### config.mk
export PLATFORM = sky130hd
export DESIGN_NAME = fuse_read_seq
export DESIGN_NICKNAME = d
export VERILOG_FILES = /design/src/rtl/fuse_read_seq_pkg.sv /design/src/rtl/fuse_read_seq_ctrl.sv /design/src/rtl/fuse_read_seq_dp.sv /design/src/rtl/fuse_read_seq.sv
export SDC_FILE = /design/constraint.sdc
export NUM_CORES = 1
export LEC_CHECK = 0
export BUFFER_PORTS_ARGS = -buffer_cell sky130_fd_sc_hd__buf_2
export CORE_ASPECT_RATIO = 0.9
export CORE_UTILIZATION = 60
export DETAILED_ROUTE_END_ITERATION = 8
export PLACE_DENSITY = 0.83
export SYNTH_ARGS = -nofsm -noshare
export SYNTH_HDL_FRONTEND = slang
export SYNTH_HIERARCHICAL = 1
export SYNTH_SLANG_ARGS = --single-unit
### constraint.sdc
create_clock -name clk -period 7.96 [get_ports clk]
set_input_delay 0.796 -clock clk [delete_from_list [all_inputs] [get_ports clk]]
set_output_delay 0.796 -clock clk [all_outputs]
set_load 0.05 [all_outputs]
### src/rtl/fuse_read_seq_pkg.sv
package fuse_read_seq_pkg;

  typedef enum logic [3:0] {
    S_IDLE,
    S_UP1,
    S_SETUP,
    S_ISOREL,
    S_BURSTON,
    S_ISSUE,
    S_HOLD,
    S_WAIT,
    S_BURSTOFF,
    S_ISOON,
    S_PWR2OFF,
    S_SETDN,
    S_FINISH
  } seqState_t;

  typedef struct packed {
    logic loadCmd;
    logic pwr1Set;
    logic pwr1Clr;
    logic pwr2Set;
    logic pwr2Clr;
    logic isoSet;
    logic isoClr;
    logic burstSet;
    logic burstClr;
    logic settleLoad;
    logic timeoutLoad;
    logic timerDec;
    logic rdIssue;
    logic capture;
    logic errSet;
    logic doneSet;
  } seqStrobe_t;

  typedef struct packed {
    logic timerZero;
    logic lastByte;
    logic burstCfgd;
    logic cmdEmpty;
  } seqStatus_t;

endpackage

### src/rtl/fuse_read_seq_ctrl.sv
module fuse_read_seq_ctrl
  import fuse_read_seq_pkg::*;
(
  input  logic       clk,
  input  logic       rstN,
  input  logic       startReq,
  input  logic       fuseReady,
  input  seqStatus_t sts,
  output seqStrobe_t stb
);

  seqState_t st;
  seqState_t nxt;
  seqState_t downEntry;

  always_comb begin
    downEntry = sts.burstCfgd ? S_BURSTOFF : S_ISOON;
  end

  always_comb begin
    nxt = st;
    stb = '0;
    case (st)
      S_IDLE: begin
        if (startReq) begin
          stb.loadCmd = 1'b1;
          nxt = sts.cmdEmpty ? S_FINISH : S_UP1;
        end
      end
      S_UP1: begin
        stb.pwr1Set    = 1'b1;
        stb.settleLoad = 1'b1;
        nxt = S_SETUP;
      end
      S_SETUP: begin
        if (sts.timerZero) begin
          stb.pwr2Set = 1'b1;
          nxt = S_ISOREL;
        end else begin
          stb.timerDec = 1'b1;
        end
      end
      S_ISOREL: begin
        stb.isoClr = 1'b1;
        nxt = sts.burstCfgd ? S_BURSTON : S_ISSUE;
      end
      S_BURSTON: begin
        stb.burstSet = 1'b1;
        nxt = S_ISSUE;
      end
      S_ISSUE: begin
        stb.rdIssue     = 1'b1;
        stb.timeoutLoad = 1'b1;
        nxt = S_HOLD;
      end
      S_HOLD: begin
        nxt = S_WAIT;
      end
      S_WAIT: begin
        if (fuseReady) begin
          stb.capture = 1'b1;
          nxt = sts.lastByte ? downEntry : S_ISSUE;
        end else if (sts.timerZero) begin
          stb.errSet = 1'b1;
          nxt = downEntry;
        end else begin
          stb.timerDec = 1'b1;
        end
      end
      S_BURSTOFF: begin
        stb.burstClr = 1'b1;
        nxt = S_ISOON;
      end
      S_ISOON: begin
        stb.isoSet = 1'b1;
        nxt = S_PWR2OFF;
      end
      S_PWR2OFF: begin
        stb.pwr2Clr    = 1'b1;
        stb.settleLoad = 1'b1;
        nxt = S_SETDN;
      end
      S_SETDN: begin
        if (sts.timerZero) begin
          stb.pwr1Clr = 1'b1;
          nxt = S_FINISH;
        end else begin
          stb.timerDec = 1'b1;
        end
      end
      S_FINISH: begin
        stb.doneSet = 1'b1;
        nxt = S_IDLE;
      end
      default: nxt = S_IDLE;
    endcase
  end

  always_ff @(posedge clk) begin
    if (!rstN) st <= S_IDLE;
    else       st <= nxt;
  end

endmodule

### src/rtl/fuse_read_seq_dp.sv
module fuse_read_seq_dp
  import fuse_read_seq_pkg::*;
#(
  parameter int ADDR_W      = 11,
  parameter int CNT_W       = 8,
  parameter int SETTLE_CYC  = 100000,
  parameter int TIMEOUT_CYC = 100000000
) (
  input  logic              clk,
  input  logic              rstN,
  input  seqStrobe_t        stb,
  input  logic [ADDR_W-1:0] startAddr,
  input  logic [CNT_W-1:0]  byteCount,
  input  logic              burstCfg,
  input  logic [7:0]        fuseData,
  output seqStatus_t        sts,
  output logic [ADDR_W-1:0] fuseAddr,
  output logic              fuseRdStrobe,
  output logic              pwrStage1,
  output logic              pwrStage2,
  output logic              isoEn,
  output logic              burstEn,
  output logic              outValid,
  output logic [7:0]        outData,
  output logic              done,
  output logic              busyErr
);

  localparam int MAX_WAIT = (SETTLE_CYC > TIMEOUT_CYC) ? SETTLE_CYC : TIMEOUT_CYC;
  localparam int TMR_W    = $clog2(MAX_WAIT + 1);

  logic [ADDR_W-1:0] curAddr;
  logic [CNT_W-1:0]  remCnt;
  logic [TMR_W-1:0]  timer;
  logic              burstCfgQ;
  logic              errQ;

  always_comb begin
    sts.timerZero = (timer == '0);
    sts.lastByte  = (remCnt == CNT_W'(1));
    sts.burstCfgd = burstCfgQ;
    sts.cmdEmpty  = (byteCount == '0);
  end

  // command registers: address and remaining count
  always_ff @(posedge clk) begin
    if (!rstN) begin
      curAddr   <= '0;
      remCnt    <= '0;
      burstCfgQ <= 1'b0;
    end else if (stb.loadCmd) begin
      curAddr   <= startAddr;
      remCnt    <= byteCount;
      burstCfgQ <= burstCfg;
    end else if (stb.capture) begin
      curAddr <= curAddr + ADDR_W'(1);
      remCnt  <= remCnt - CNT_W'(1);
    end
  end

  // shared settle / timeout counter
  always_ff @(posedge clk) begin
    if (!rstN)                timer <= '0;
    else if (stb.settleLoad)  timer <= TMR_W'(SETTLE_CYC - 1);
    else if (stb.timeoutLoad) timer <= TMR_W'(TIMEOUT_CYC - 1);
    else if (stb.timerDec)    timer <= timer - TMR_W'(1);
  end

  // power, isolation and burst controls
  always_ff @(posedge clk) begin
    if (!rstN) begin
      pwrStage1 <= 1'b0;
      pwrStage2 <= 1'b0;
      isoEn     <= 1'b1;
      burstEn   <= 1'b0;
    end else begin
      if (stb.pwr1Set)       pwrStage1 <= 1'b1;
      else if (stb.pwr1Clr)  pwrStage1 <= 1'b0;
      if (stb.pwr2Set)       pwrStage2 <= 1'b1;
      else if (stb.pwr2Clr)  pwrStage2 <= 1'b0;
      if (stb.isoSet)        isoEn     <= 1'b1;
      else if (stb.isoClr)   isoEn     <= 1'b0;
      if (stb.burstSet)      burstEn   <= 1'b1;
      else if (stb.burstClr) burstEn   <= 1'b0;
    end
  end

  // fuse macro request
  always_ff @(posedge clk) begin
    if (!rstN) begin
      fuseAddr     <= '0;
      fuseRdStrobe <= 1'b0;
    end else begin
      fuseRdStrobe <= stb.rdIssue;
      if (stb.rdIssue) fuseAddr <= curAddr;
    end
  end

  // output stream and completion
  always_ff @(posedge clk) begin
    if (!rstN) begin
      outValid <= 1'b0;
      outData  <= '0;
      errQ     <= 1'b0;
      done     <= 1'b0;
      busyErr  <= 1'b0;
    end else begin
      outValid <= stb.capture;
      if (stb.capture) outData <= fuseData;
      if (stb.loadCmd)     errQ <= 1'b0;
      else if (stb.errSet) errQ <= 1'b1;
      done    <= stb.doneSet;
      busyErr <= stb.doneSet & errQ;
    end
  end

endmodule

### src/rtl/fuse_read_seq.sv
module fuse_read_seq
  import fuse_read_seq_pkg::*;
#(
  parameter int ADDR_W      = 11,
  parameter int CNT_W       = 8,
  parameter int SETTLE_CYC  = 100000,
  parameter int TIMEOUT_CYC = 100000000
) (
  input  logic              clk,
  input  logic              rstN,
  input  logic              startReq,
  input  logic [ADDR_W-1:0] startAddr,
  input  logic [CNT_W-1:0]  byteCount,
  input  logic              burstCfg,
  output logic [ADDR_W-1:0] fuseAddr,
  output logic              fuseRdStrobe,
  input  logic              fuseReady,
  input  logic [7:0]        fuseData,
  output logic              pwrStage1,
  output logic              pwrStage2,
  output logic              isoEn,
  output logic              burstEn,
  output logic              outValid,
  output logic [7:0]        outData,
  output logic              done,
  output logic              busyErr
);

  seqStrobe_t stb;
  seqStatus_t sts;

  fuse_read_seq_ctrl u_ctrl (
    .clk       (clk),
    .rstN      (rstN),
    .startReq  (startReq),
    .fuseReady (fuseReady),
    .sts       (sts),
    .stb       (stb)
  );

  fuse_read_seq_dp #(
    .ADDR_W      (ADDR_W),
    .CNT_W       (CNT_W),
    .SETTLE_CYC  (SETTLE_CYC),
    .TIMEOUT_CYC (TIMEOUT_CYC)
  ) u_dp (
    .clk          (clk),
    .rstN         (rstN),
    .stb          (stb),
    .startAddr    (startAddr),
    .byteCount    (byteCount),
    .burstCfg     (burstCfg),
    .fuseData     (fuseData),
    .sts          (sts),
    .fuseAddr     (fuseAddr),
    .fuseRdStrobe (fuseRdStrobe),
    .pwrStage1    (pwrStage1),
    .pwrStage2    (pwrStage2),
    .isoEn        (isoEn),
    .burstEn      (burstEn),
    .outValid     (outValid),
    .outData      (outData),
    .done         (done),
    .busyErr      (busyErr)
  );

endmodule

==> qor.csv <==
metric,value,unit
via_per_inst,5.78,
worstReg2RegStart,u_dp/timer[7],
synth_seq_area_share,41.4,%
grt_pass1_wl,14.4,mm
synth_top_family_by_area,simple AND/OR/NAND/NOR gates,
synthXorXnorAreaFrac,5.73,%
post_cts_buffers,0,
hold_path.class,flop to flop,
cp.required,8180,ps
setup_tns,0,ps
reg2reg_slack,4610,ps
diodes,0,
h-tree-depth,3,
drt_iter0_markers,265,
wl_met3,456,um
cts_hold_buf,0,
max_freq,0.298,GHz
worstPathArrival,3570,ps
drive_above_1_share,18.0,%
yosysWarnings,6,
postSynthCellCount,440,
endpoint_kind,flop,
relSlewSlack,40.9,%
die-area,6690,um^2
clk_pin_slew,80,ps
hold_depth,1,
start_kind,flop,
fin_skew,10.0,ps
area_delta_synth_final,13.0,%
dr.pass1.iters,5,
dp_hpwl,5.77,mm
r2r-end,u_dp/timer[16],
clock_latency,350,ps
antenna_found_initial,0,
grt_max_degree,30,
cp_slowest_cell,or4_4,
final_common_cell,dfxtp_1,
synth_edf_count,0,
max_slew.worst_pin.slew,886,ps
num-nets-final,525,
syn_area_per_cell,8.68,um^2
synth_cell_type_count,56,
cts-buffers-inserted,9,
rsz0062_at_grt,false,
power.density,290,nW/um^2
muxShareOfSynthArea,6.29,%
setup_viol,0,
clockBufferDepth,2,
path_max_fanout,15,
ir_drop,157,uV
hp-start,u_dp/isoEn,
cts_tree,yes,
slew_viol_final,0,
grt_overflow,0,
synth-simple-area-share,27.5,%
synth_compound_area_share,12.9,%
num_io_pins,59,
crit_type,flop to flop,
cp_slowest_stage_delay,580,ps
coreArea,6150,um^2
async_flop_share,0,%
fin_crit,3350,ps
synth-seq-cells,79,
die_w,86.1,um
final_cell_mix,"dfxtp_1, nor2_1, buf_2, a21oi_1",
drc_errors,0,
grt_pass1_vias,3126,
totalWireLength,8.39,mm
port-buffer-count,58,
cts_resized,0,
die_y,77.7,um
maxCapViolCount,0,
synth_ff_type,dfxtp_1,
synthAdderAreaFrac,1.31,%
top_layer,met4,
post-route-period-util,42.1,%
vias,3356,
wl_met1,3.87,mm
start_util,62.1,%
ctsRootBufferMaster,clkbuf_8,
dp_slack,4640,ps
synth_nets,476,
track_usage,27.0,%
hold_ws,460,ps
hold_violations,0,
leakage,1.67,nW
post_drt_wl_per_cell,14.4,um
status,"finished, final reports clean",
path_cells,or4_4 > nor2_1 > nand4_1 > nor4_1 > nor2b_1 > o311ai_4 > inv_1 > nand4bb_1 > nor4_4 > a2111oi_0 > nor3_1,
gp_congestion,0.900,
syn_area,3820,um^2
holdPathEnd,u_dp/isoEn,
route.met2.wl,3.99,mm
numClockSinks,79,
r2r_cells,11,
fin_ws,4610,ps
std_cell_rows,27,
final_antenna_net_count,0,
## state kept, by name, summed over array words and instances, names as in the netlist
| register | flops |
|---|---|
| u_dp/timer | 27 |
| u_dp/curAddr | 11 |
| u_dp/fuseAddr | 11 |
| u_dp/outData | 8 |
| u_dp/remCnt | 8 |
| u_ctrl/st | 4 |
| u_dp/burstCfgQ | 1 |
| u_dp/burstEn | 1 |
| u_dp/busyErr | 1 |
| u_dp/done | 1 |
| u_dp/errQ | 1 |
| u_dp/fuseRdStrobe | 1 |
| u_dp/isoEn | 1 |
| u_dp/outValid | 1 |
| u_dp/pwrStage1 | 1 |
| u_dp/pwrStage2 | 1 |
## cells in the mapped netlist (2+ instances only)
| library cell | n | area (um^2) |
|---|---|---|
| or4_1 | 8 | 60.1 |
| buf_4 | 4 | 30.0 |
| inv_1 | 19 | 71.3 |
| xor2_1 | 13 | 114 |
| o31ai_1 | 4 | 30.0 |
| nor4b_1 | 6 | 52.6 |
| nand2b_1 | 5 | 31.3 |
| nand3b_1 | 3 | 22.5 |
| buf_1 | 5 | 18.8 |
| buf_2 | 5 | 25.0 |
| xnor2_1 | 12 | 105 |
| or3_1 | 8 | 50.1 |
| nand2_1 | 24 | 90.1 |
| o21ai_0 | 12 | 60.1 |
| a211oi_1 | 11 | 82.6 |
| dfxtp_1 | 79 | 1580 |
| nand4b_1 | 2 | 17.5 |
| and3_1 | 5 | 31.3 |
| a311oi_1 | 5 | 43.8 |
| and4_1 | 4 | 35.0 |
| ha_1 | 4 | 50.1 |
| nor3b_1 | 2 | 15.0 |
| nor2b_1 | 5 | 31.3 |
| a21oi_1 | 25 | 125 |
| clkbuf_1 | 8 | 30.0 |
| nor4_1 | 5 | 31.3 |
| nor3_1 | 18 | 90.1 |
| mux2i_1 | 24 | 240 |
| a31oi_1 | 3 | 18.8 |
| o22ai_1 | 2 | 12.5 |
| and4_2 | 2 | 20.0 |
| nand4_1 | 10 | 62.6 |
| nand3_1 | 9 | 45.0 |
| and2_1 | 3 | 18.8 |
| nor2_1 | 65 | 244 |
## power by group
part           total (mW)  internal [mW]  switching [mW]
registers           0.554          0.463          0.0909
clock network       0.276          0.120           0.157
logic               0.422          0.163           0.258
## logic make-up after synthesis
logic type / count (synthesis)
DFF: 79
adders and majority gates: 4
and+or+nand+nor: 192
muxes: 24
buffers and inverters: 42
xor gates and xnor gates: 25
AOI/OAI and AO/OA: 74
## worst max-delay path by stage
stage	startpoint	endpoint	depth (start not counted)
2_1_floorplan	u_dp/timer[7]	u_dp/timer[16]	11
3_3_place_gp	fuseReady	u_dp/timer[19]	8
3_5_place_dp	u_dp/timer[12]	u_dp/timer[16]	10
4_1_cts	u_dp/timer[12]	u_dp/timer[16]	10
5_1_grt	u_dp/timer[12]	u_dp/timer[16]	10
6_report	u_dp/timer[7]	u_dp/timer[16]	11
## critical path, delay by kind of cell, from the launching register on
family | cells | cell delay [ps]
flip-flops | 1 | 350
AND/OR/NAND/NOR | 8 | 2080
AO/OA/AOI/OAI | 2 | 610
buffers and inverters | 1 | 200
## metal layers
layer / up-vias / track usage (%)
met2: 106 / 44.0
li1: 1678 / -
met4: 0 / 8.17
met1: 1560 / 35.2
met5: - / 0
met3: 12 / 6.81
## metrics by stage
stage / utilization, % / area [um^2] / cells / total power [mW]
after global placement: 67.2 / 4130 / 565 / 0.954
final: 70.2 / 4320 / 581 / 1.25
after detailed placement: 67.2 / 4130 / 565 / 0.973
after global routing: 70.2 / 4320 / 581 / 1.33
after CTS: 70.2 / 4320 / 581 / 1.25
after floorplan: - / 3820 / 440 / 0.880
## area by class of cell
cell class	instances	area, um^2
Sequential cell	79	1580
Tap cell	87	109
Multi-Input combinational cell	319	2060
Fill cell	498	1830
Inverter	19	71.3
Clock buffer	9	124
Timing Repair Buffer	61	313
Clock inverter	7	61.3
(Power assumes the default switching activity.)
